File: src/rtl/hamming_sector_fixer.sv
module hamming_sector_fixer #(
  parameter int CODE_W = 24,
  parameter int DATA_W = 8
) (
  input  logic                 clk,
  input  logic                 rst_n,
  input  logic                 start,
  input  logic [CODE_W-1:0]    stored_code,
  input  logic [CODE_W-1:0]    calc_code,
  output logic                 busy,
  output logic                 done,
  output logic                 no_err,
  output logic                 corrected,
  output logic                 uncorrectable,
  output logic [8:0]           err_byte,
  output logic [2:0]           err_bit,
  output logic [8:0]           buf_addr,
  output logic                 buf_rd_en,
  input  logic [DATA_W-1:0]    buf_rdata,
  output logic                 buf_wr_en,
  output logic [DATA_W-1:0]    buf_wdata
);
  localparam int NPAIR = CODE_W / 2;
  localparam int BITW  = 3;
  localparam int BYTEW = NPAIR - BITW;

  typedef enum logic [2:0] {S_IDLE, S_DECIDE, S_RD, S_WR, S_FIN} st_t;
  st_t st;

  logic [CODE_W-1:0] syn_q;
  logic [NPAIR-1:0]  code;
  logic              bad;

  always_comb begin
    bad = 1'b0;
    for (int i = 0; i < NPAIR; i++) begin
      code[i] = syn_q[2*i+1];
      if (syn_q[2*i+1] == syn_q[2*i]) bad = 1'b1;
    end
  end

  always_ff @(posedge clk or negedge rst_n) begin
    if (!rst_n) begin
      st            <= S_IDLE;
      syn_q         <= '0;
      no_err        <= 1'b0;
      corrected     <= 1'b0;
      uncorrectable <= 1'b0;
      err_byte      <= '0;
      err_bit       <= '0;
    end else begin
      case (st)
        S_IDLE: if (start) begin
          syn_q         <= stored_code ^ calc_code;
          no_err        <= 1'b0;
          corrected     <= 1'b0;
          uncorrectable <= 1'b0;
          st            <= S_DECIDE;
        end
        S_DECIDE: begin
          if (syn_q == '0) begin
            no_err <= 1'b1;
            st     <= S_FIN;
          end else if (bad) begin
            uncorrectable <= 1'b1;
            st            <= S_FIN;
          end else begin
            corrected <= 1'b1;
            err_bit   <= code[BITW-1:0];
            err_byte  <= code[NPAIR-1:BITW];
            st        <= S_RD;
          end
        end
        S_RD:    st <= S_WR;
        S_WR:    st <= S_FIN;
        default: st <= S_IDLE;
      endcase
    end
  end

  assign busy      = (st != S_IDLE);
  assign done      = (st == S_FIN);
  assign buf_addr  = err_byte;
  assign buf_rd_en = (st == S_RD);
  assign buf_wr_en = (st == S_WR);
  assign buf_wdata = buf_rdata ^ (DATA_W'(1) << err_bit);

  if (BYTEW != 9) begin : g_bad_cfg
    initial $display("hamming_sector_fixer: CODE_W must be 24");
  end
endmodule


File: config.mk
export PLATFORM = sky130hd
export DESIGN_NAME = hamming_sector_fixer
export DESIGN_NICKNAME = d
export VERILOG_FILES = /design/src/rtl/hamming_sector_fixer.sv
export SDC_FILE = /design/constraint.sdc
export NUM_CORES = 1
export LEC_CHECK = 0
export BUFFER_PORTS_ARGS = -buffer_cell sky130_fd_sc_hd__clkbuf_2
export CAP_MARGIN = 20
export CORE_MARGIN = 2
export CORE_UTILIZATION = 54
export CTS_BUF_LIST = sky130_fd_sc_hd__clkbuf_4 sky130_fd_sc_hd__clkbuf_8
export CTS_CLUSTER_SIZE = 16
export DETAILED_ROUTE_END_ITERATION = 8
export PLACE_DENSITY = 0.95
export SLEW_MARGIN = 40
export SYNTH_ARGS = -nofsm -noshare
export SYNTH_HDL_FRONTEND = slang
export SYNTH_SLANG_ARGS = --single-unit
File: constraint.sdc
create_clock -name clk -period 3.2 [get_ports clk]
set_input_delay 0.8 -clock clk [delete_from_list [all_inputs] [get_ports clk]]
set_output_delay 0.8 -clock clk [all_outputs]
set_load 0.05 [all_outputs]
==> metrics, run 1 <==
final core utilization a little over two thirds; nets@finish ~380; filler cell count 311; Vias/cell ~5.0; WP buf/inv 1; layout cell share with drive strength beyond 1 38.0%; WS Path Type reg2out; clock latency at the later pin of the worst-skew pair between 200 and 300 ps; Finish-stage setup viols 0; final wirelength roughly 4.6 mm; syn nets 300; core area about 4000 um2; synth top area cells dfrtp_1, xor2_1, ha_1, o21ai_0, mux2_4; Synth Register Bits 42; critical path required time 2400 ps; Synth Cell Area between 2000 and 2500 um2; CTS clock-pin slew for the worst setup and hold paths around 80 ps; die height ~69 um; Seq/Total Area, Yosys around 45%; crit path time final 2310 ps; clk_skew slightly above 7 ps; GP Congestion slightly below 0.8; PwrDens 497 nW/um2; mean post-synth cell area 10.1 um2; CTS resizes 0; footprint of the multi-input gates 1040 um2; Worst R2R Setup Slack roughly 1200 ps; n_diodes 0; number of nets with antenna violations after routing 0; yosys warns 0; Hold/Removal Path Class reg2reg; Leakage between 1.5 and 2 nW; RSZ-0062 raised after global routing no; Setup TNS 0 ps; Avg WL per Cell between 10 and 15 um; final hold violation count 0; CP Cell Sequence nor3b_1 > xor2_1 > clkbuf_2; Post-Synthesis Cells 229; Initial Util between 50 and 60%; delay-heaviest family, CP flip-flops; maxcap violations 0; TritonCTS clock tree done; Post-DP Area 2740 um2; outcome complete, no violations; gr ovfl total 0; Synth area leader dfrtp_1; design area roughly 2800 um2; htree depth 2; setup bufs post-CTS 0; largest net degree at the start of global routing 51; max-slew violations 0; Reg area about 1100 um2; DIE AREA a little under 5000 um2; initial antenna violation count 0; CTS Sinks 42; worst vdd ir 0.000326 V; Synth-to-Final Area Change 22.6%; HPWL after detailed placement about 3.5 mm; CP Launch Type flop; CP peak stage delay slightly below 500 ps; Boundary Pins 95; hold_ws just over 500 ps; Worst path slowest cell dfrtp_1; Num CTS Buffers 5; vias in the first global route 1726; CP Data Arrival Time ~1500 ps; Worst-Margin Slew 556 ps; root buf cell clkbuf_8; CP Capture Type primary output; via count around 1800; row count 23; Total GRT Usage 20.0%; I/O Buffers 94; worst-path fanout max 10; Post-route DRC 0; first-pass GRT wire length roughly 7.7 mm; top-area cell type share of the netlist area around 45%; deepest clock path buffer count 2; Yosys cell types 27; part of the cycle the worst path needs approximately 72%; DR pass1 iterations 5; chip width a little under 70 um; maximum clock rate approximately 430 MHz; CTS Hold Bufs 0; Slew headroom around 63%; Starting DRT DRC Count 89
-- Yosys cell counts --
cell type  number
inv_1          28
buf_4           9
or3_4           1
xor2_1         28
buf_6           1
nand3_1         1
nor3b_1         2
nand4_4         1
ha_1           12
nor2_1          4
nand4_1         6
o2bb2ai_1       1
xnor2_1         4
buf_2           3
mux2_2          4
clkbuf_1        6
nor3_1          4
mux2_4          8
nand3b_1        2
nor2_2          1
and3_1          2
a311oi_1        1
nand2b_1        1
o21ai_0        27
nand2_1        29
dfrtp_1        42
nor3_4          1
-- area by class of cell --
class | count | share of cell area, %
Clock buffer | 7 | 3.18
Clock inverter | 1 | 0.177
Inverter | 28 | 3.71
Multi-Input combinational cell | 140 | 36.7
Sequential cell | 42 | 37.1
Tap cell | 50 | 2.21
Timing Repair Buffer | 95 | 17.0
-- final timing paths --
path | start | endpoint | cells after the start
max | err_bit[1]$_DFFE_PN0P_ | buf_wdata[1] | 3
min | syn_q[17]$_DFFE_PN0P_ | buf_addr[5]$_DFFE_PN0P_ | 1
max reg2reg | syn_q[5]$_DFFE_PN0P_ | buf_addr[4]$_DFFE_PN0P_ | 6
min reg2reg | syn_q[17]$_DFFE_PN0P_ | buf_addr[5]$_DFFE_PN0P_ | 1
max in group asynchronous | rst_n | err_bit[0]$_DFFE_PN0P_ | 1
min in group asynchronous | rst_n | syn_q[8]$_DFFE_PN0P_ | 1
-- flip-flops by register name, indices dropped and copies added, names as in the netlist --
name / count
st: 3
err_bit: 3
buf_addr: 9
uncorrectable: 1
syn_q: 24
no_err: 1
corrected: 1
-- kinds of logic after synthesis --
kind of cell               share of synthesized area (%)
AOI/OAI and AO/OA                                   6.61
xor gates and xnor gates                            12.1
muxes                                               7.15
adders and majority gates                           6.50
buffers and inverters                               9.58
and+or+nand+nor                                     12.6
DFF                                                 45.5
-- layout by cell type (no fill, tap or decap), types with 2 or more instances in the layout --
cell type / netlist / routed
dfrtp_1: 42 / 42
mux2_2: 4 / 4
clkbuf_2: 0 / 93
nand3b_1: 2 / 2
nor2_1: 4 / 4
o21ai_0: 27 / 27
ha_1: 12 / 12
inv_1: 28 / 28
xor2_1: 28 / 28
xnor2_1: 4 / 4
nor3b_1: 2 / 2
clkbuf_4: 0 / 2
nor3_1: 4 / 4
clkbuf_8: 0 / 6
nand4_1: 6 / 6
and3_1: 2 / 2
mux2_4: 8 / 8
nand2_1: 29 / 29
-- metrics by stage --
| stage | instances | power [mW] | setup slack (ps) |
|---|---|---|---|
| CTS | 363 | 1.41 | 880 |
| finish | 363 | 1.41 | 895 |
| floorplan | 229 | 0.920 | 478 |
| detailed placement | 355 | 1.06 | 1060 |
| global route | 363 | 1.50 | 755 |
| global placement | 355 | 1.02 | 1080 |
-- routing by layer --
metal / wire (um) / share of wire, % / global-route usage [%]
met4: 125 / 2.7 / 8.93
met2: 2420 / 52 / 35.7
met5: 0 / 0 / 0
met3: 217 / 4.7 / 3.20
met1: 1870 / 40 / 23.5
-- report_power, final --
| part | internal [mW] | switching [mW] |
|---|---|---|
| Sequential | 0.619 | 0.0427 |
| Clock | 0.183 | 0.173 |
| Combinational | 0.140 | 0.251 |
No activity file was read; power rests on OpenSTA's default activity.
==> run 2, diff against run 1 <==
--- a/config.mk
+++ b/config.mk
@@ -8,11 +8,11 @@
 export BUFFER_PORTS_ARGS = -buffer_cell sky130_fd_sc_hd__clkbuf_2
 export CAP_MARGIN = 20
 export CORE_MARGIN = 2
-export CORE_UTILIZATION = 54
+export CORE_UTILIZATION = 50
 export CTS_BUF_LIST = sky130_fd_sc_hd__clkbuf_4 sky130_fd_sc_hd__clkbuf_8
 export CTS_CLUSTER_SIZE = 16
 export DETAILED_ROUTE_END_ITERATION = 8
-export PLACE_DENSITY = 0.95
+export PLACE_DENSITY = 0.92
 export SLEW_MARGIN = 40
 export SYNTH_ARGS = -nofsm -noshare
 export SYNTH_HDL_FRONTEND = slang
==> constraint.sdc (replaced) <==
create_clock -name clk -period 2.3 [get_ports clk]
set_input_delay 0.575 -clock clk [delete_from_list [all_inputs] [get_ports clk]]
set_output_delay 0.575 -clock clk [all_outputs]
set_load 0.05 [all_outputs]
==> run 2 against run 1 <==
  * Sequential share of layout area decreased by 1.1 points
  * Critical endpoint unchanged
  * Total power increased by 47%
  * First-iteration DRC count decreased by 5.6%
  * Setup slack got worse by 770 ps
  * Via count decreased by 3.9%
  * Largest power group unchanged
  * Register-to-register slack got worse by 870 ps
  * Flip-flop and latch count unchanged
  * Critical path depth unchanged
  * Utilization decreased by 3.5 points
  * Critical path type unchanged
==> metrics, run 2 (synthesized netlist as in run 1, its figures left out) <==
Post-route DRC 0; Total GRT Usage 18.7%; number of nets with antenna violations after routing 0; CTS clock-pin slew for the worst setup and hold paths about 80 ps; layout cell share with drive strength beyond 1 between 40% and 50%; GP Congestion roughly 0.77; Finish-stage setup viols 0; largest net degree at the start of global routing around 50; most common cell after layout, fill and taps aside clkbuf_2; Avg WL per Cell around 12 um; Worst R2R Setup Slack ~310 ps; RSZ-0062 raised after global routing no; max-slew violations 0; outcome complete, no violations; CP Capture Type primary output; PwrDens about 710 nW/um2; Largest register FFs 24; Slew headroom 54.5%; Power, Total 2.07 mW; Biggest register syn_q; Boundary Pins 95; chip width 72.0 um; Hold/Removal Path Class in2async; maximum clock rate approximately 460 MHz; htree depth 2; Initial Util a little over half; Num CTS Buffers 5; critical path required time approximately 1700 ps; Placed Cells ~360; final wirelength 4.51 mm; nets@finish between 300 and 400; Synth-to-Final Area Change 26.6%; leading cell types in the layout, fill and taps excluded clkbuf_2, dfrtp_1, nand2_1, inv_1, o21ai_0; gr ovfl total 0; filler cell count 344; maxcap violations 0; Post-DP Area about 2800 um2; via count around 1700; core area 4410 um2; Leakage roughly 1.6 nW; CTS resizes 0; row count 24; setup bufs post-CTS 0; Vias/cell between 4 and 5; initial antenna violation count 0; clk_skew just under 10 ps; Worst-Margin Slew slightly below 700 ps; Starting DRT DRC Count 84; final core utilization between 60% and 70%; n_diodes 0; vias in the first global route about 1700; design area between 2000 and 3000 um2; deepest clock path buffer count 2; CTS Hold Bufs 0; hold_ws about 300 ps; worst vdd ir between 0.0003 and 0.0004 V; worst-path fanout max 10; I/O Buffers 94; WS Path Type reg2out; part of the cycle the worst path needs between 90% and 100%; DIE AREA approximately 5200 um2; CTS Sinks 42; DR pass1 iterations 4; die height 72.0 um; final hold violation count 0; CP Launch Type flop; HPWL after detailed placement around 3.6 mm; Post-Layout Cell Count between 300 and 400; clock latency at the later pin of the worst-skew pair 300 ps; crit path time final between 2000 and 2500 ps; TritonCTS clock tree done; CP Data Arrival Time 1610 ps; first-pass GRT wire length 7.45 mm; root buf cell clkbuf_8
==> run 2: changes by cell type in the layout (fill, tap and decap cells not counted), moves of 4 or more <==
cell / previous run / this run
xnor2_2: 0 / 4
xnor2_1: 4 / 0
xor2_2: 0 / 4
xor2_1: 28 / 24
==> run 2: final cells by class <==
| cell class | instances | area (um2) | area share (%) |
|---|---|---|---|
| Inverter | 28 | 105 | 3.59 |
| Clock inverter | 1 | 30.0 | 1.03 |
| Multi-Input combinational cell | 140 | 1100 | 37.5 |
| Timing Repair Buffer | 96 | 485 | 16.6 |
| Clock buffer | 7 | 90.1 | 3.08 |
| Tap cell | 52 | 65.1 | 2.22 |
| Sequential cell | 42 | 1050 | 36.0 |
==> run 2: metal layers <==
metal  vias up  GRT usage [%]  part of all wire [%]
met5         -              0                     0
met4         0           10.5                   2.8
met3        10           4.31                   5.7
met2        58           28.6                    48
met1       784           24.6                    43
li1        889              -                     -
==> run 2: worst paths after layout <==
path,from,end,cells after the start
max in group asynchronous,rst_n,syn_q[13]$_DFFE_PN0P_,2
setup / recovery,err_bit[1]$_DFFE_PN0P_,buf_wdata[1],3
hold / removal,rst_n,syn_q[16]$_DFFE_PN0P_,1
setup reg to reg,syn_q[21]$_DFFE_PN0P_,buf_addr[3]$_DFFE_PN0P_,6
min in group clk,syn_q[7]$_DFFE_PN0P_,buf_addr[0]$_DFFE_PN0P_,1
hold reg to reg,syn_q[7]$_DFFE_PN0P_,buf_addr[0]$_DFFE_PN0P_,1
==> run 2: power breakdown <==
| part | total [mW] | switching (mW) | internal (mW) | leakage, nW |
|---|---|---|---|---|
| Clock | 0.613 | 0.248 | 0.366 | 0.0619 |
| Sequential | 0.916 | 0.0552 | 0.860 | 0.541 |
| Combinational | 0.541 | 0.345 | 0.196 | 1.01 |
==> run 2: through the flow <==
step / setup WS (ps) / TNS (ps)
2_1_floorplan: -15.5 / -15.5
3_3_place_gp: 424 / 0
3_5_place_dp: 301 / 0
4_1_cts: 95.4 / 0
5_1_grt: 50.1 / 0
6_report: 120 / 0
==> run 2: critical path, stage by stage (launching register included) <==
cell and delay (ps):
dfrtp_1 480, nor3b_1 370, xor2_2 160, clkbuf_2 290
